<file path="src/rtl/pin_irq_pkg.sv">
// Package: shared address map and sizes for the pin interrupt slot controller.
// Assumes word addressing on a 4-bit register address.
package pin_irq_pkg;
    localparam int ADDR_W = 4;
    localparam int DATA_W = 32;
    localparam int SEL_BASE = 8;

    typedef enum logic [ADDR_W-1:0] {
        A_MODE    = 4'd0,
        A_REN_SET = 4'd1,
        A_REN_CLR = 4'd2,
        A_FEN_SET = 4'd3,
        A_FEN_CLR = 4'd4,
        A_RFLAG   = 4'd5,
        A_FFLAG   = 4'd6
    } reg_addr_e;
endpackage

</file>
<file path="src/rtl/pin_irq_sync.sv">
// Module: two-flop synchroniser bank for asynchronous input pins.
// Assumes each pin is quasi-static relative to clk; no multi-bit coherency.
module pin_irq_sync #(
    parameter int WIDTH = 64
) (
    input  logic             clk,
    input  logic             rst_n,
    input  logic [WIDTH-1:0] d_i,
    output logic [WIDTH-1:0] q_o
);
    logic [WIDTH-1:0] stage1;

    // Purpose: two-stage resampling of every pin into the clk domain.
    always_ff @(posedge clk) begin
        if (!rst_n) begin
            stage1 <= '0;
            q_o    <= '0;
        end else begin
            stage1 <= d_i;
            q_o    <= stage1;
        end
    end
endmodule

</file>
<file path="src/rtl/pin_irq_slot.sv">
// Module: one interrupt slot - pin selection, edge/level detection, sticky flags.
// Assumes synchronised pins; select values at or above NUM_PINS read as 0.
module pin_irq_slot #(
    parameter int NUM_PINS = 64,
    parameter int SEL_W    = 8
) (
    input  logic                clk,
    input  logic                rst_n,
    input  logic [NUM_PINS-1:0] pins_s_i,
    input  logic [SEL_W-1:0]    sel_i,
    input  logic                level_mode_i,
    input  logic                rise_en_i,
    input  logic                fall_en_i,
    input  logic                rise_clr_i,
    input  logic                fall_clr_i,
    output logic                rise_flag_o,
    output logic                fall_flag_o,
    output logic                irq_o
);
    logic lvl;
    logic lvl_q;
    logic rise_hit;
    logic fall_hit;

    // Purpose: pick the selected synchronised pin; unmatched select gives 0.
    always_comb begin
        lvl = 1'b0;
        for (int i = 0; i < NUM_PINS; i++) begin
            if (sel_i == SEL_W'(i)) lvl = pins_s_i[i];
        end
    end

    // Purpose: hold the selected level from one cycle earlier.
    always_ff @(posedge clk) begin
        if (!rst_n) lvl_q <= 1'b0;
        else        lvl_q <= lvl;
    end

    // Purpose: qualify edges by mode and the matching enable.
    always_comb begin
        rise_hit = !level_mode_i && rise_en_i && lvl && !lvl_q;
        fall_hit = !level_mode_i && fall_en_i && !lvl && lvl_q;
    end

    // Purpose: sticky edge flags, write-one-to-clear, a new edge wins.
    always_ff @(posedge clk) begin
        if (!rst_n) begin
            rise_flag_o <= 1'b0;
            fall_flag_o <= 1'b0;
        end else begin
            if (rise_hit)        rise_flag_o <= 1'b1;
            else if (rise_clr_i) rise_flag_o <= 1'b0;
            if (fall_hit)        fall_flag_o <= 1'b1;
            else if (fall_clr_i) fall_flag_o <= 1'b0;
        end
    end

    // Purpose: slot request, level follows the pin, edge reflects gated flags.
    always_comb begin
        if (level_mode_i) irq_o = rise_en_i && (lvl == fall_en_i);
        else              irq_o = (rise_flag_o && rise_en_i) || (fall_flag_o && fall_en_i);
    end

    AST_RISE_FLAG_CAUSE: assert property (@(posedge clk) disable iff (!rst_n)
        $rose(rise_flag_o) |-> $past(rise_en_i && !level_mode_i && lvl && !lvl_q));
    AST_FALL_FLAG_CAUSE: assert property (@(posedge clk) disable iff (!rst_n)
        $rose(fall_flag_o) |-> $past(fall_en_i && !level_mode_i && !lvl && lvl_q));
    AST_NO_EDGE_NO_FLAG: assert property (@(posedge clk) disable iff (!rst_n)
        (!rise_en_i && !rise_flag_o) |=> !rise_flag_o);
    AST_SET_BEATS_CLEAR: assert property (@(posedge clk) disable iff (!rst_n)
        (rise_hit && rise_clr_i) |=> rise_flag_o);
    AST_LEVEL_NO_LATCH: assert property (@(posedge clk) disable iff (!rst_n)
        $past(level_mode_i) |-> !$rose(rise_flag_o) && !$rose(fall_flag_o));
    AST_IRQ_NEEDS_ENABLE: assert property (@(posedge clk) disable iff (!rst_n)
        (!rise_en_i && !fall_en_i) |-> !irq_o);
endmodule

</file>
<file path="src/rtl/pin_irq_regs.sv">
// Module: register file - mode, set/clear enables, selects, flag clear pulses, read mux.
// Assumes NUM_SLOTS <= 8 so the select registers fit in addresses 8..15.
module pin_irq_regs
    import pin_irq_pkg::*;
#(
    parameter int NUM_SLOTS = 8,
    parameter int SEL_W     = 8
) (
    input  logic                             clk,
    input  logic                             rst_n,
    input  logic                             wr_en_i,
    input  logic [ADDR_W-1:0]                wr_addr_i,
    input  logic [DATA_W-1:0]                wr_data_i,
    input  logic [ADDR_W-1:0]                rd_addr_i,
    output logic [DATA_W-1:0]                rd_data_o,
    input  logic [NUM_SLOTS-1:0]             rise_flag_i,
    input  logic [NUM_SLOTS-1:0]             fall_flag_i,
    output logic [NUM_SLOTS-1:0]             mode_o,
    output logic [NUM_SLOTS-1:0]             rise_en_o,
    output logic [NUM_SLOTS-1:0]             fall_en_o,
    output logic [NUM_SLOTS-1:0][SEL_W-1:0]  sel_o,
    output logic [NUM_SLOTS-1:0]             rise_clr_o,
    output logic [NUM_SLOTS-1:0]             fall_clr_o
);
    logic [NUM_SLOTS-1:0] wbits;

    // Purpose: slot-wide slice of write data.
    always_comb wbits = wr_data_i[NUM_SLOTS-1:0];

    // Purpose: mode and enable registers, enables only via set/clear writes.
    always_ff @(posedge clk) begin
        if (!rst_n) begin
            mode_o    <= '0;
            rise_en_o <= '0;
            fall_en_o <= '0;
        end else if (wr_en_i) begin
            case (wr_addr_i)
                A_MODE:    mode_o    <= wbits;
                A_REN_SET: rise_en_o <= rise_en_o | wbits;
                A_REN_CLR: rise_en_o <= rise_en_o & ~wbits;
                A_FEN_SET: fall_en_o <= fall_en_o | wbits;
                A_FEN_CLR: fall_en_o <= fall_en_o & ~wbits;
                default: ;
            endcase
        end
    end

    // Purpose: per-slot pin select registers at SEL_BASE + n.
    always_ff @(posedge clk) begin
        if (!rst_n) begin
            sel_o <= '0;
        end else if (wr_en_i) begin
            for (int n = 0; n < NUM_SLOTS; n++) begin
                if (wr_addr_i == ADDR_W'(SEL_BASE + n)) sel_o[n] <= wr_data_i[SEL_W-1:0];
            end
        end
    end

    // Purpose: one-cycle flag clear pulses from write-one-to-clear writes.
    always_comb begin
        rise_clr_o = (wr_en_i && wr_addr_i == A_RFLAG) ? wbits : '0;
        fall_clr_o = (wr_en_i && wr_addr_i == A_FFLAG) ? wbits : '0;
    end

    // Purpose: combinational read mux.
    always_comb begin
        rd_data_o = '0;
        case (rd_addr_i)
            A_MODE:               rd_data_o[NUM_SLOTS-1:0] = mode_o;
            A_REN_SET, A_REN_CLR: rd_data_o[NUM_SLOTS-1:0] = rise_en_o;
            A_FEN_SET, A_FEN_CLR: rd_data_o[NUM_SLOTS-1:0] = fall_en_o;
            A_RFLAG:              rd_data_o[NUM_SLOTS-1:0] = rise_flag_i;
            A_FFLAG:              rd_data_o[NUM_SLOTS-1:0] = fall_flag_i;
            default: begin
                for (int n = 0; n < NUM_SLOTS; n++) begin
                    if (rd_addr_i == ADDR_W'(SEL_BASE + n)) rd_data_o[SEL_W-1:0] = sel_o[n];
                end
            end
        endcase
    end

    AST_REN_ONLY_ON_WRITE: assert property (@(posedge clk) disable iff (!rst_n)
        !wr_en_i |=> $stable(rise_en_o));
    AST_REN_SET_KEEPS: assert property (@(posedge clk) disable iff (!rst_n)
        (wr_en_i && wr_addr_i == A_REN_SET) |=> ((rise_en_o & $past(rise_en_o)) == $past(rise_en_o)));
    AST_FEN_ONLY_ON_WRITE: assert property (@(posedge clk) disable iff (!rst_n)
        !wr_en_i |=> $stable(fall_en_o));
    AST_FEN_CLR_ONLY_CLEARS: assert property (@(posedge clk) disable iff (!rst_n)
        (wr_en_i && wr_addr_i == A_FEN_CLR) |=> ((fall_en_o | $past(fall_en_o)) == $past(fall_en_o)));
endmodule

</file>
<file path="src/rtl/pin_irq_ctrl.sv">
// Module: top of the pin interrupt slot controller.
// Assumes NUM_PINS <= 2**SEL_W and NUM_SLOTS <= 8; pins_i is asynchronous.
module pin_irq_ctrl
    import pin_irq_pkg::*;
#(
    parameter int NUM_PINS  = 64,
    parameter int NUM_SLOTS = 8,
    parameter int SEL_W     = 8
) (
    input  logic                 clk,
    input  logic                 rst_n,
    input  logic [NUM_PINS-1:0]  pins_i,
    input  logic                 wr_en_i,
    input  logic [ADDR_W-1:0]    wr_addr_i,
    input  logic [DATA_W-1:0]    wr_data_i,
    input  logic [ADDR_W-1:0]    rd_addr_i,
    output logic [DATA_W-1:0]    rd_data_o,
    output logic [NUM_SLOTS-1:0] irq_o
);
    logic [NUM_PINS-1:0]            pins_s;
    logic [NUM_SLOTS-1:0]           mode, rise_en, fall_en, rise_clr, fall_clr;
    logic [NUM_SLOTS-1:0]           rise_flag, fall_flag;
    logic [NUM_SLOTS-1:0][SEL_W-1:0] sel;

    pin_irq_sync #(.WIDTH(NUM_PINS)) u_sync (
        .clk(clk), .rst_n(rst_n), .d_i(pins_i), .q_o(pins_s)
    );

    pin_irq_regs #(.NUM_SLOTS(NUM_SLOTS), .SEL_W(SEL_W)) u_regs (
        .clk(clk), .rst_n(rst_n),
        .wr_en_i(wr_en_i), .wr_addr_i(wr_addr_i), .wr_data_i(wr_data_i),
        .rd_addr_i(rd_addr_i), .rd_data_o(rd_data_o),
        .rise_flag_i(rise_flag), .fall_flag_i(fall_flag),
        .mode_o(mode), .rise_en_o(rise_en), .fall_en_o(fall_en), .sel_o(sel),
        .rise_clr_o(rise_clr), .fall_clr_o(fall_clr)
    );

    for (genvar n = 0; n < NUM_SLOTS; n++) begin : g_slot
        pin_irq_slot #(.NUM_PINS(NUM_PINS), .SEL_W(SEL_W)) u_slot (
            .clk(clk), .rst_n(rst_n), .pins_s_i(pins_s), .sel_i(sel[n]),
            .level_mode_i(mode[n]), .rise_en_i(rise_en[n]), .fall_en_i(fall_en[n]),
            .rise_clr_i(rise_clr[n]), .fall_clr_i(fall_clr[n]),
            .rise_flag_o(rise_flag[n]), .fall_flag_o(fall_flag[n]), .irq_o(irq_o[n])
        );
    end

    AST_RESET_QUIET: assert property (@(posedge clk)
        !rst_n |=> (irq_o == '0));
endmodule

</file>
<file path="config.mk">
export PLATFORM = sky130hd
export DESIGN_NAME = pin_irq_ctrl
export DESIGN_NICKNAME = d
export VERILOG_FILES = /design/src/rtl/pin_irq_pkg.sv /design/src/rtl/pin_irq_sync.sv /design/src/rtl/pin_irq_slot.sv /design/src/rtl/pin_irq_regs.sv /design/src/rtl/pin_irq_ctrl.sv
export SDC_FILE = /design/constraint.sdc
export NUM_CORES = 1
export LEC_CHECK = 0
export BUFFER_PORTS_ARGS = -buffer_cell sky130_fd_sc_hd__clkbuf_2
export CORE_ASPECT_RATIO = 2
export CORE_MARGIN = 1
export CORE_UTILIZATION = 40
export CTS_BUF_LIST = sky130_fd_sc_hd__clkbuf_4 sky130_fd_sc_hd__clkbuf_8 sky130_fd_sc_hd__clkbuf_16
export DETAILED_ROUTE_END_ITERATION = 8
export HOLD_SLACK_MARGIN = 0.03
export PLACE_DENSITY = 0.54
export SYNTH_ARGS = -nofsm -noshare
export SYNTH_HDL_FRONTEND = slang
export SYNTH_SLANG_ARGS = --single-unit
export TNS_END_PERCENT = 10
</file>
<file path="constraint.sdc">
create_clock -name clk -period 5.9 [get_ports clk]
set_clock_uncertainty 0.2 [all_clocks]
set_input_delay 0.59 -clock clk [delete_from_list [all_inputs] [get_ports clk]]
set_output_delay 0.59 -clock clk [all_outputs]
set_load 0.03 [all_outputs]
</file>
======== After elaboration in Yosys (flattened, before gate mapping) ========
Cells that the tools add are included.
word-level totals
  bits in registers ....................... 240
  output and inout port bits .............. 40
  logic and storage cells ................. 1294
  input port bits ......................... 107
cells by class
  reductions and logical operators ........ 147
  bitwise logic cells ..................... 5
  equal/unequal tests ..................... 540
  multiplexer cells ....................... 565
operators with widths
  kind                                                                   count
  8-bit by 6-bit equality test with 1-bit output, second input constant  256
  8-bit by 5-bit equality test with 1-bit output, second input constant  128
  1-bit 2-to-1 mux                                                       552
  8-bit by 4-bit equality test with 1-bit output, second input constant  64
  8-bit by 3-bit equality test with 1-bit output, second input constant  32
  8-bit by 2-bit equality test with 1-bit output, second input constant  16
  8-bit 2-to-1 mux                                                       10
  1-bit logical AND                                                      74
  4-bit equality test, second input constant                             16
  8-bit by 1-bit equality test with 1-bit output, second input constant  8
  8-bit zero test                                                        8
  8-bit case mux with 5 select lines                                     1
  2-bit nonzero test                                                     18
  8-bit case mux with 2 select lines                                     2
  4-bit by 3-bit equality test with 1-bit output, second input constant  6
  1-bit zero test                                                        24
  2-bit AND reduction                                                    11
  8-bit bitwise AND                                                      2
  4-bit by 2-bit equality test with 1-bit output, second input constant  4
  8-bit bitwise OR                                                       2
  1-bit equality test                                                    8
  4-bit by 1-bit equality test with 1-bit output, second input constant  2
  4-bit zero test                                                        2
  1-bit logical OR                                                       8
  other kinds (2)                                                        3

======== Logic depth before layout (Yosys ltp) ========
Gate-level depths: netlist (run 1).
  depth in word-level cells ............... 69
  mapped depth ............................ 14
  mapped depth without buffers ............ 10

======== Modules after synthesis ========
Synthesis (run 1) repeated with hierarchy kept, for this count alone.
second synthesis, totals
  cells, all modules ...................... 2228
  area total of the unflattened synthesis .. 18858.1 um^2
modules (own cells, without submodules)
  module        area an instance (um^2)  times used  cells each  sequential area each (um^2)
  pin_irq_slot  1315.0                   8           178         60.1
  pin_irq_regs  4787.1                   1           534         1761.7
  pin_irq_sync  3550.9                   1           270         2562.5

======== Worst setup path after synthesis (run 1) ========
Ideal clock, no wire load.
  path kind ............................... register -> output
  start ................................... register u_regs.sel_o[56] (netlist bit)
  end ..................................... output port irq_o[7]
  slack ................................... 2244 ps
  data required time ...................... 5110 ps
  path buffers ............................ 4
  arrival ................................. 2866 ps
  stages on the path, launching flop included .. 11
  cells stage by stage .................... dfxtp_1 -> buf_2 -> buf_1 -> clkbuf_1 -> mux4_2 -> o2111a_1 -> o21ai_0 -> o221ai_1 -> and4_1 -> or3_1 -> buf_4
on the way
  word-level cells in the longest chain between the ends .. 68
  elaborated cells between the ends (all ways) .. 131
  classes of those cells .................. eq/ne: 64; mux: 65; reduce/logical: 2
RTL lines
  element                           line                RTL
  start: declaration                pin_irq_regs.sv:21  output logic [NUM_SLOTS-1:0][SEL_W-1:0] sel_o,
  start signal: indexed assignment  pin_irq_regs.sv:54  if (wr_addr_i == ADDR_W'(SEL_BASE + n)) sel_o[n] <= wr_data_i[SEL_W-1:0];
  8-bit zero test                   pin_irq_slot.sv:29  if (sel_i == SEL_W'(i)) lvl = pins_s_i[i];
  1-bit 2-to-1 mux (63 in series)   pin_irq_slot.sv:29
  1-bit 2-to-1 mux (*)              pin_irq_slot.sv:29
  1-bit equality test (*)           pin_irq_slot.sv:60  if (level_mode_i) irq_o = rise_en_i && (lvl == fall_en_i);
  1-bit logical AND (*)             pin_irq_slot.sv:60
  1-bit 2-to-1 mux (*)              pin_irq_slot.sv:60
  end: declaration                  pin_irq_ctrl.sv:18  output logic [NUM_SLOTS-1:0] irq_o
Every way passes the cells marked *; elsewhere a longest branch is shown, timed or not.

======== Worst setup path in the final report (run 1) ========
  start ................................... register u_regs.sel_o[49] (netlist bit)
  end ..................................... output port irq_o[6]
Same word-level chain as after synthesis.

==> results of run 1 <==
metal layers:
metal  wire length (um)  GRT usage (%)  vias to the layer above
met3               5310           5.88                      382
li1                   -              -                     7607
met5                 27              0                        -
met1              24400           34.1                     7880
met2              34800           57.8                     1003
met4               8320           33.6                        4
layout make-up:
class,count,area (um^2)
Clock buffer,31,661
Clock inverter,9,115
Fill cell,4204,23100
Inverter,38,144
Multi-Input combinational cell,1634,10600
Sequential cell,240,4800
Tap cell,535,669
Timing Repair Buffer,150,883
flip-flops by register name (all words and copies together) (netlist names), named ones only:
name                       cells
g_slot.u_slot.lvl_q            8
u_sync.stage1                 64
u_regs.mode_o                  8
u_regs.sel_o                  64
u_sync.q_o                    64
g_slot.u_slot.rise_flag_o      8
g_slot.u_slot.fall_flag_o      8
worst max-delay path, stage by stage, from the launching register on:
cell and delay, ns:
dfxtp_1 1.04, mux4_2 0.43, and3_1 0.20, a211oi_1 0.36
a221oi_1 0.09, nor4_1 0.41, a41oi_1 0.11, a21oi_1 0.71
nor2_1 0.10, or3_1 0.36, clkbuf_2 0.19
cell usage in the layout (no fill, tap or decap), types with 12 or more instances in the layout:
| cell type | instances |
|---|---|
| a2111oi_0 | 22 |
| a211oi_1 | 40 |
| a21oi_1 | 150 |
| a221oi_1 | 12 |
| a22oi_1 | 19 |
| a31oi_1 | 20 |
| a32oi_1 | 20 |
| and2_1 | 136 |
| buf_4 | 53 |
| clkbuf_16 | 23 |
| clkbuf_2 | 97 |
| conb_1 | 24 |
| dfxtp_1 | 240 |
| inv_1 | 36 |
| mux2_2 | 34 |
| mux2i_1 | 131 |
| mux4_2 | 32 |
| nand2_1 | 152 |
| nand2b_1 | 38 |
| nand3_1 | 35 |
| nand3b_1 | 15 |
| nor2_1 | 239 |
| nor2b_1 | 35 |
| nor3_1 | 52 |
| nor4_1 | 22 |
| o211ai_1 | 17 |
| o21a_1 | 13 |
| o21ai_0 | 133 |
| o22ai_1 | 35 |
| o311ai_0 | 13 |
| or3_1 | 12 |
per-stage QoR:
| step | cells | utilization (%) | hold WS, ns | instance area (um^2) |
|---|---|---|---|---|
| final | 2637 | 43.7 | 0.0532 | 17900 |
| after global routing | 2637 | 43.7 | 0.0358 | 17900 |
| after CTS | 2637 | 43.7 | 0.0351 | 17900 |
| after detailed placement | 2597 | 41.8 | 0.217 | 17100 |
| after global placement | 2597 | 41.8 | 0.214 | 17100 |
| after floorplan | 2142 | - | 0.206 | 16700 |
power groups by stage:
stage / combinational [mW] / sequential (mW) / clock [mW]
after CTS: 0.402 / 1.78 / 1.58
final: 0.410 / 1.78 / 1.55
after global routing: 0.438 / 1.78 / 1.64
after global placement: 0.397 / 1.81 / 0
after detailed placement: 0.401 / 1.81 / 0
after floorplan: 0.302 / 1.73 / 0
how the worst max path moves through the flow:
| stage | from | end | slack, ns | cells after the start |
|---|---|---|---|---|
| 6_report | u_regs.sel_o[49] | irq_o[6] | 0.57 | 10 |
| 5_1_grt | u_regs.sel_o[1] | irq_o[0] | 0.45 | 12 |
| 4_1_cts | u_regs.sel_o[49] | irq_o[6] | 0.67 | 10 |
| 3_5_place_dp | u_regs.sel_o[49] | irq_o[6] | 1.25 | 10 |
| 3_3_place_gp | u_regs.sel_o[49] | irq_o[6] | 1.29 | 10 |
| 2_1_floorplan | u_regs.sel_o[56] | irq_o[7] | 2.24 | 10 |
logic make-up (layout without fill, tap and decap cells):
logic type                Yosys count  count (layout)  synth area share, %
DFF                               240             240                 29.0
other                               1              24               0.0226
and+or+nand+nor                   805             805                 24.8
buffers and inverters             268             228                 7.27
xor gates and xnor gates            9               9                0.476
AOI/OAI and AO/OA                 598             598                 23.7
muxes                             198             198                 14.7
==> qor.yml, run 1 <==
cts_made_buffers: 23
yosys_register_bits: 240
status: "completed"
vias_per_cell: 6.40
initialDrtViolationCount: 1567
path_clk_slew_ns: 0.07
clockPowerShare_pct: 41.4
fp.dieH_um: 290
yosysUniqueCellTypes: 88
worstPathArrival_ns: 4.54
grt_max_degree: 76
antenna_left: 0
finalMaxSlewViolations: 0
r2r_cells: 12
drc_errors: 0
maxCapViolations: 0
first_pass_iters: 9
p_leak_nw: 6.21
vias: 16900
drt_wl_total_mm: 72.8
initial_core_util_pct: 40.4
hold_viol: 0
max_slew.worst_pin.slew_ns: 1.15
timing.setup.tns_ns: 0
ios: 147
drive_gt1_share_pct: 13.7
cts_root_buffer: "clkbuf_16"
port_buffers: 98
fin_ws_ns: 0.565
p_per_area_mw_per_mm2: 209
seq_area_frac_synth_pct: 29.0
hold_start: "pins_i[46]"
async_reset_ff_share_pct: 0
setup_viol: 0
period_needed_ns: 5.33
grtUsageTotal_pct: 33.8
rsz0062_at_grt: "no"
synth_cells: 2119
critPathKind: "reg2out"
min_period_over_period_pct: 90.4
die-area_mm2: 0.0423
holdBufCountCts: 0
p_int_mw: 2.70
p_total_mw: 3.74
reg2reg_slack_ns: 1.87
seqPwrFrac_pct: 47.7
slew_headroom_pct: 23.0
grt_antenna_before_repair: 3
min_to: "u_sync.stage1[46]"
n_antenna_cell: 0
insertion_delay_ns: 0.55
area_growth_pct: 8.17
grt_pass1_wl_mm: 106
gp_congestion: 0.984
overflow: 0
grt_pass1_vias: 16200
post_cts_buffers: 0
nets: 2194
critPathMaxFanout: 22
synth_flop_cell: "dfxtp_1"
clk_path_buf_depth: 3
ir_drop_mv: 0.179
synth_edf_count: 0
timing.rr.end: "g_slot[3].u_slot.fall_flag_o"
wl_per_cell_um: 27.6
p_sw_share_pct: 27.9
p_sw_mw: 1.04
power_frac_comb_pct: 10.9
syn_avg_cell_area_um2: 7.82
rows: 105
dpl.hpwl_mm: 51.7
htreeDepth: 1
cp-end-kind: "output port"
min_path_type: "in2reg"
synthesis.area_mm2: 0.0166
timing.rr.start: "u_regs.sel_o[25]"
core-area_mm2: 0.0410
yosysTopAreaCell: "dfxtp_1"
yosysMostFrequentCell: "dfxtp_1"
die_w_um: 146
clock-sinks: 240
ys_top_cells_by_count: "240 x dfxtp_1, 239 x nor2_1, 152 x nand2_1"
synth.top_cell.area_share_pct: 29.0
cts_tree: "yes"
worstHoldPathCells: 2
dp_slack_ns: 1.25
cp-start-kind: "register"
required_ns: 5.11
fmax_mhz: 187
post_cts_resized: 0
yosysWarningCount: 0
synth_area_leaders: "dfxtp_1 29%, mux2i_1 7.9%, nor2_1 5.4%, and2_1 5.1%, a21oi_1 4.5%"
Note: power is estimated with default switching activity, not from simulation.
==> inputs of run 2 (changes only) <==
--- a/config.mk
+++ b/config.mk
@@ -6,13 +6,15 @@
 export NUM_CORES = 1
 export LEC_CHECK = 0
 export BUFFER_PORTS_ARGS = -buffer_cell sky130_fd_sc_hd__clkbuf_2
+export CELL_PAD_IN_SITES_DETAIL_PLACEMENT = 0
+export CELL_PAD_IN_SITES_GLOBAL_PLACEMENT = 1
 export CORE_ASPECT_RATIO = 2
 export CORE_MARGIN = 1
 export CORE_UTILIZATION = 40
 export CTS_BUF_LIST = sky130_fd_sc_hd__clkbuf_4 sky130_fd_sc_hd__clkbuf_8 sky130_fd_sc_hd__clkbuf_16
 export DETAILED_ROUTE_END_ITERATION = 8
 export HOLD_SLACK_MARGIN = 0.03
-export PLACE_DENSITY = 0.54
+export PLACE_DENSITY = 0.7
 export SYNTH_ARGS = -nofsm -noshare
 export SYNTH_HDL_FRONTEND = slang
 export SYNTH_SLANG_ARGS = --single-unit
==> run 2 against run 1 <==
Compared with the run above:
- largest power group unchanged
- die area stayed put
- sequential cell count did not move
- largest cell class unchanged
- sequential share of layout area is 0.11 points lower
- via count shrank 0.15%
==> qor.yml, run 2 (synthesis gave the netlist of run 1 again) <==
final_common_cell: "dfxtp_1"
slew_headroom_pct: 16.2  # -6.8 points
htreeDepth: 1  # unchanged
insertion_delay_ns: 0.56  # about the same
worstHoldPathCells: 2  # unchanged
dpl.hpwl_mm: 52.1  # +0.81%
drive_gt1_share_pct: 13.8  # +0.14 points
required_ns: 5.11  # about the same
gp_congestion: 0.957  # -2.8%
area_growth_pct: 8.62
clock-sinks: 240  # unchanged
fin_ws_ns: 0.550  # -0.0148 ns
initialDrtViolationCount: 1556  # -0.70%
p_per_area_mw_per_mm2: 210  # +0.57%
ir_drop_mv: 0.215  # +20%
min_period_over_period_pct: 90.7  # +0.25 points
worstPathArrival_ns: 4.56  # +0.02 ns
maxCapViolations: 0  # unchanged
r2r_cells: 11  # -1
cts_root_buffer: "clkbuf_16"
core-area_mm2: 0.0410  # unchanged
finalMaxSlewViolations: 0  # unchanged
cts_made_buffers: 24  # +4.3%
cts_tree: "yes"
grt_pass1_vias: 16100  # -0.23%
clk_path_buf_depth: 3  # unchanged
fmax_mhz: 187  # -0.28%
cp-start-kind: "register"
grtUsageTotal_pct: 33.9  # +0.070 points
wl_per_cell_um: 27.8  # +0.46%
hold_start: "pins_i[31]"
min_to: "u_sync.stage1[31]"
die_w_um: 146  # unchanged
worst_hold_slack_ns: 0.0368  # -0.0164 ns
rows: 105  # unchanged
port_buffers: 98  # unchanged
dp_slack_ns: 1.26  # +0.0149 ns
vias: 16900  # -0.15%
cp-end-kind: "output port"
fp.dieH_um: 290  # unchanged
dp.cells: 2599  # +0.077%
status: "completed"
die-area_mm2: 0.0423  # unchanged
nets: 2201  # +0.32%
period_needed_ns: 5.35  # +0.0148 ns
vias_per_cell: 6.37  # -0.45%
holdBufCountCts: 4  # +4
fin_util_pct: 43.9  # +0.18 points
grt_max_degree: 100  # +32%
max_slew.worst_pin.slew_ns: 1.25  # +0.102 ns
ios: 147  # unchanged
grt_pass1_wl_mm: 106  # +0.18%
timing.rr.start: "u_regs.sel_o[25]"
path_clk_slew_ns: 0.07  # about the same
overflow: 0  # unchanged
initial_core_util_pct: 40.4  # unchanged
final_cell_mix: "240 x dfxtp_1, 239 x nor2_1, 152 x nand2_1, 150 x a21oi_1, 136 x and2_1"
reg2reg_slack_ns: 1.91  # +0.04 ns
first_pass_iters: 5  # -4
largestRegisters: "u_regs.sel_o: 64 flops, u_sync.q_o: 64 flops, u_sync.stage1: 64 flops"
drc_errors: 0  # unchanged
timing.setup.tns_ns: 0  # unchanged
rsz0062_at_grt: "no"
setup_viol: 0  # unchanged
p_leak_nw: 6.26  # +0.70%
post_cts_buffers: 0  # unchanged
hold_viol: 0  # unchanged
antenna_left: 0  # unchanged
grt_antenna_before_repair: 2  # -1
drt_wl_total_mm: 73.4  # +0.77%
timing.rr.end: "g_slot[3].u_slot.fall_flag_o"
critPathMaxFanout: 24  # +9.1%
critPathKind: "reg2out"
min_path_type: "in2reg"
final_cells: 2645  # +0.30%
post_cts_resized: 0  # unchanged
n_antenna_cell: 0  # unchanged
==> run 2: worst max-delay path by stage <==
| stage | cells past startpoint | startpoint | endpoint | slack [ns] |
|---|---|---|---|---|
| 2_1_floorplan | 10 | u_regs.sel_o[56] | irq_o[7] | 2.24 |
| 3_3_place_gp | 11 | u_regs.sel_o[24] | irq_o[3] | 1.32 |
| 3_5_place_dp | 11 | u_regs.sel_o[24] | irq_o[3] | 1.26 |
| 4_1_cts | 11 | u_regs.sel_o[24] | irq_o[3] | 0.66 |
| 5_1_grt | 12 | u_regs.sel_o[27] | irq_o[3] | 0.39 |
| 6_report | 11 | u_regs.sel_o[24] | irq_o[3] | 0.55 |
==> run 2: through the flow <==
| stage | power, mW | area [um^2] |
|---|---|---|
| after global routing | 3.89 | 18000 |
| after detailed placement | 2.22 | 17200 |
| final | 3.78 | 18000 |
| after global placement | 2.21 | 17200 |
| after floorplan | 2.03 | 16700 |
| after CTS | 3.79 | 18000 |
==> run 2: area by class of cell <==
cell class	instances	area (um^2)
Multi-Input combinational cell	1634	10600
Inverter	38	144
Timing Repair Buffer	156	938
Sequential cell	240	4800
Tap cell	535	669
Clock buffer	27	647
Clock inverter	15	148
Fill cell	4254	23000
==> run 2: metal layers <==
layer | track usage (%) | part of all wire (%)
met1 | 34.3 | 34
met3 | 5.72 | 7.1
met4 | 31.5 | 10
met5 | 0 | 0.031
met2 | 58.8 | 49
==> run 2: report_power, final <==
part	total, mW	leakage, nW	switching [mW]	internal [mW]
clock network	1.58	0.395	0.728	0.854
registers	1.78	1.96	0.111	1.67
logic	0.417	3.90	0.265	0.152
total	3.78	6.26	1.10	2.68
==> run 2: critical path, stage by stage (launching register included) <==
cell      delay, ns
dfxtp_1        0.95
nand2b_1       0.39
o21a_1         0.17
nor3_1         0.05
o41ai_1        0.55
a21oi_1        0.14
o22ai_1        0.30
a31oi_1        0.18
a211oi_2       0.61
xnor2_1        0.19
a31o_2         0.24
clkbuf_2       0.22
==> inputs of run 3 (changes only) <==
--- a/config.mk
+++ b/config.mk
@@ -15,6 +15,7 @@
 export DETAILED_ROUTE_END_ITERATION = 8
 export HOLD_SLACK_MARGIN = 0.03
 export PLACE_DENSITY = 0.7
+export RECOVER_POWER = 25
 export SYNTH_ARGS = -nofsm -noshare
 export SYNTH_HDL_FRONTEND = slang
 export SYNTH_SLANG_ARGS = --single-unit
==> run 3 against run 2 <==
Compared with the run above:
- the flow now finishes with violations (max-capacitance violations, max-slew violations)
- wire length is essentially flat
- count of clock-buffer cells in the layout did not move
- register-to-register slack got worse by 0.03 ns
- critical endpoint unchanged
==> qor.yml, run 3 (synthesis gave the netlist of run 1 again) <==
multi_input_area_mm2: 0.0106  # unchanged
maxCapViolations: 1  # +1
worstPathArrival_ns: 4.59  # +0.03 ns
area_growth_pct: 8.59  # about the same
wl_met3_mm: 5.33  # +3.0%
final_common_cell: "dfxtp_1"
required_ns: 5.11  # about the same
worstHoldPathCells: 2  # unchanged
path_cells: "buf_4 -> o21ai_0 -> a21oi_1 -> o21ai_0 -> o21ai_0 -> a21oi_1 -> o22ai_1 -> a31oi_1 -> a211oi_2 -> xnor2_1 -> a31o_2 -> clkbuf_2"
placed_cell_area_mm2: 0.0172  # unchanged
gp_congestion: 0.957  # unchanged
drive_gt1_share_pct: 13.7  # -0.095 points
path_clk_slew_ns: 0.07  # about the same
fp.dieH_um: 290  # unchanged
cts_tree: "yes"
clk_path_buf_depth: 3  # unchanged
critPathMaxFanout: 22  # -8.3%
wl_met1_mm: 24.4  # -0.69%
holdBufCountCts: 4  # unchanged
slew_headroom_pct: -114  # -130 points
critical_path.top_delay_family: "compound AO/OA/AOI/OAI gates"
cp_common_cell: "o21ai_0"
reg2reg_slack_ns: 1.88  # -0.03 ns
r2r_cells: 11  # unchanged
drt_wl_total_mm: 73.4  # about the same
n_fill_cell: 4254  # unchanged
die_w_um: 146  # unchanged
setup_viol: 0  # unchanged
grt_pass1_vias: 16100  # unchanged
min_period_over_period_pct: 91.2  # +0.55 points
largestRegisters: "u_regs.sel_o: 64 flops, u_sync.q_o: 64 flops, u_sync.stage1: 64 flops"
cpPeakStageDelay_ns: 0.92  # -0.03 ns
fmax_mhz: 186  # -0.60%
clock-sinks: 240  # unchanged
p_per_area_mw_per_mm2: 210  # +0.11%
post_cts_resized: 0  # unchanged
cts_root_buffer: "clkbuf_16"
timing.rr.start: "u_regs.sel_o[25]"
path_buf_inv: 2  # +1
htreeDepth: 1  # unchanged
p_leak_nw: 6.23  # -0.44%
dpl.hpwl_mm: 52.1  # unchanged
post_cts_buffers: 0  # unchanged
timing.rr.end: "g_slot[3].u_slot.fall_flag_o"
ir_drop_mv: 0.215  # about the same
hold_start: "pins_i[31]"
grt_antenna_before_repair: 2  # unchanged
final_cells: 2646  # +0.038%
dp.cells: 2599  # unchanged
port_buffers: 98  # unchanged
grt_max_degree: 100  # unchanged
rows: 105  # unchanged
timing.setup.tns_ns: 0  # unchanged
cp-end-kind: "output port"
grt_pass1_wl_mm: 106  # unchanged
rsz0062_at_grt: "no"
min_path_type: "in2reg"
nets: 2201  # unchanged
core-area_mm2: 0.0410  # unchanged
grtUsageTotal_pct: 33.9  # unchanged
insertion_delay_ns: 0.57  # about the same
ios: 147  # unchanged
wl_per_cell_um: 27.7  # about the same
critPathSlowestCell: "dfxtp_1"
max_slew.worst_pin.slew_ns: 3.21  # +1.96 ns
cp-start-kind: "register"
antenna_left: 0  # unchanged
first_pass_iters: 5  # unchanged
initial_core_util_pct: 40.4  # unchanged
vias_per_cell: 6.42  # +0.70%
final_cell_mix: "240 x dfxtp_1, 239 x nor2_1, 152 x nand2_1, 150 x a21oi_1, 133 x o21ai_0"
overflow: 0  # unchanged
initialDrtViolationCount: 1537  # -1.2%
cts_made_buffers: 24  # unchanged
hold_viol: 0  # unchanged
top_layer: "met5"
violations: "max-capacitance violations, max-slew violations"
seqCellArea_mm2: 0.00480  # unchanged
drc_errors: 0  # unchanged
finalMaxSlewViolations: 100  # +100
status: "finished, violations left"
die-area_mm2: 0.0423  # unchanged
fin_area_mm2: 0.0180  # about the same
vias: 17000  # +0.74%
wl_met2_mm: 35.9  # -0.23%
period_needed_ns: 5.38  # +0.0323 ns
min_to: "u_sync.stage1[31]"
critPathKind: "reg2out"
run 3: power by group:
| part | switching (mW) | internal, mW | total, mW |
|---|---|---|---|
| clock network | 0.730 | 0.855 | 1.59 |
| logic | 0.266 | 0.152 | 0.418 |
| registers | 0.110 | 1.67 | 1.78 |
run 3: layout make-up:
class | instances | area share, %
antenna | 1 | 0.0139
clock buffer | 27 | 3.60
clock inverter | 15 | 0.821
inverter | 38 | 0.800
multi-input combinational | 1634 | 59.2
sequential | 240 | 26.7
tap | 535 | 3.72
timing repair buffer | 156 | 5.17
run 3: worst max-delay path by stage:
stage | startpoint | endpoint | slack, ns | cells past startpoint
2_1_floorplan | u_regs.sel_o[56] | irq_o[7] | 2.24 | 10
3_3_place_gp | u_regs.sel_o[24] | irq_o[3] | 1.32 | 11
3_5_place_dp | u_regs.sel_o[24] | irq_o[3] | 1.26 | 11
4_1_cts | u_regs.sel_o[24] | irq_o[3] | 0.66 | 11
5_1_grt | u_regs.sel_o[27] | irq_o[3] | 0.39 | 12
6_report | u_regs.sel_o[25] | irq_o[3] | 0.52 | 12
run 3: stage by stage:
step	hold WS (ns)	power, mW	worst slack (ns)	utilization (%)
final	0.0337	3.78	0.518	43.9
after global routing	0.0358	3.89	0.393	43.9
after CTS	0.0301	3.79	0.660	43.9
after detailed placement	0.217	2.22	1.26	41.9
after global placement	0.214	2.21	1.32	41.9
after floorplan	0.206	2.03	2.24	-
run 3: layer usage:
layer / vias to the layer above / track usage [%]
li1: 7638 / -
met1: 8070 / 34.3
met2: 932 / 58.8
met3: 331 / 5.72
met4: 4 / 31.5
met5: - / 0
run 3: worst register-to-register path, delay by kind of cell (launching register included):
kind / cells / cell delay [ns]
compound gates: 8 / 1.75
flops: 1 / 0.92
buf+inv: 1 / 0.39
simple gates: 2 / 0.70
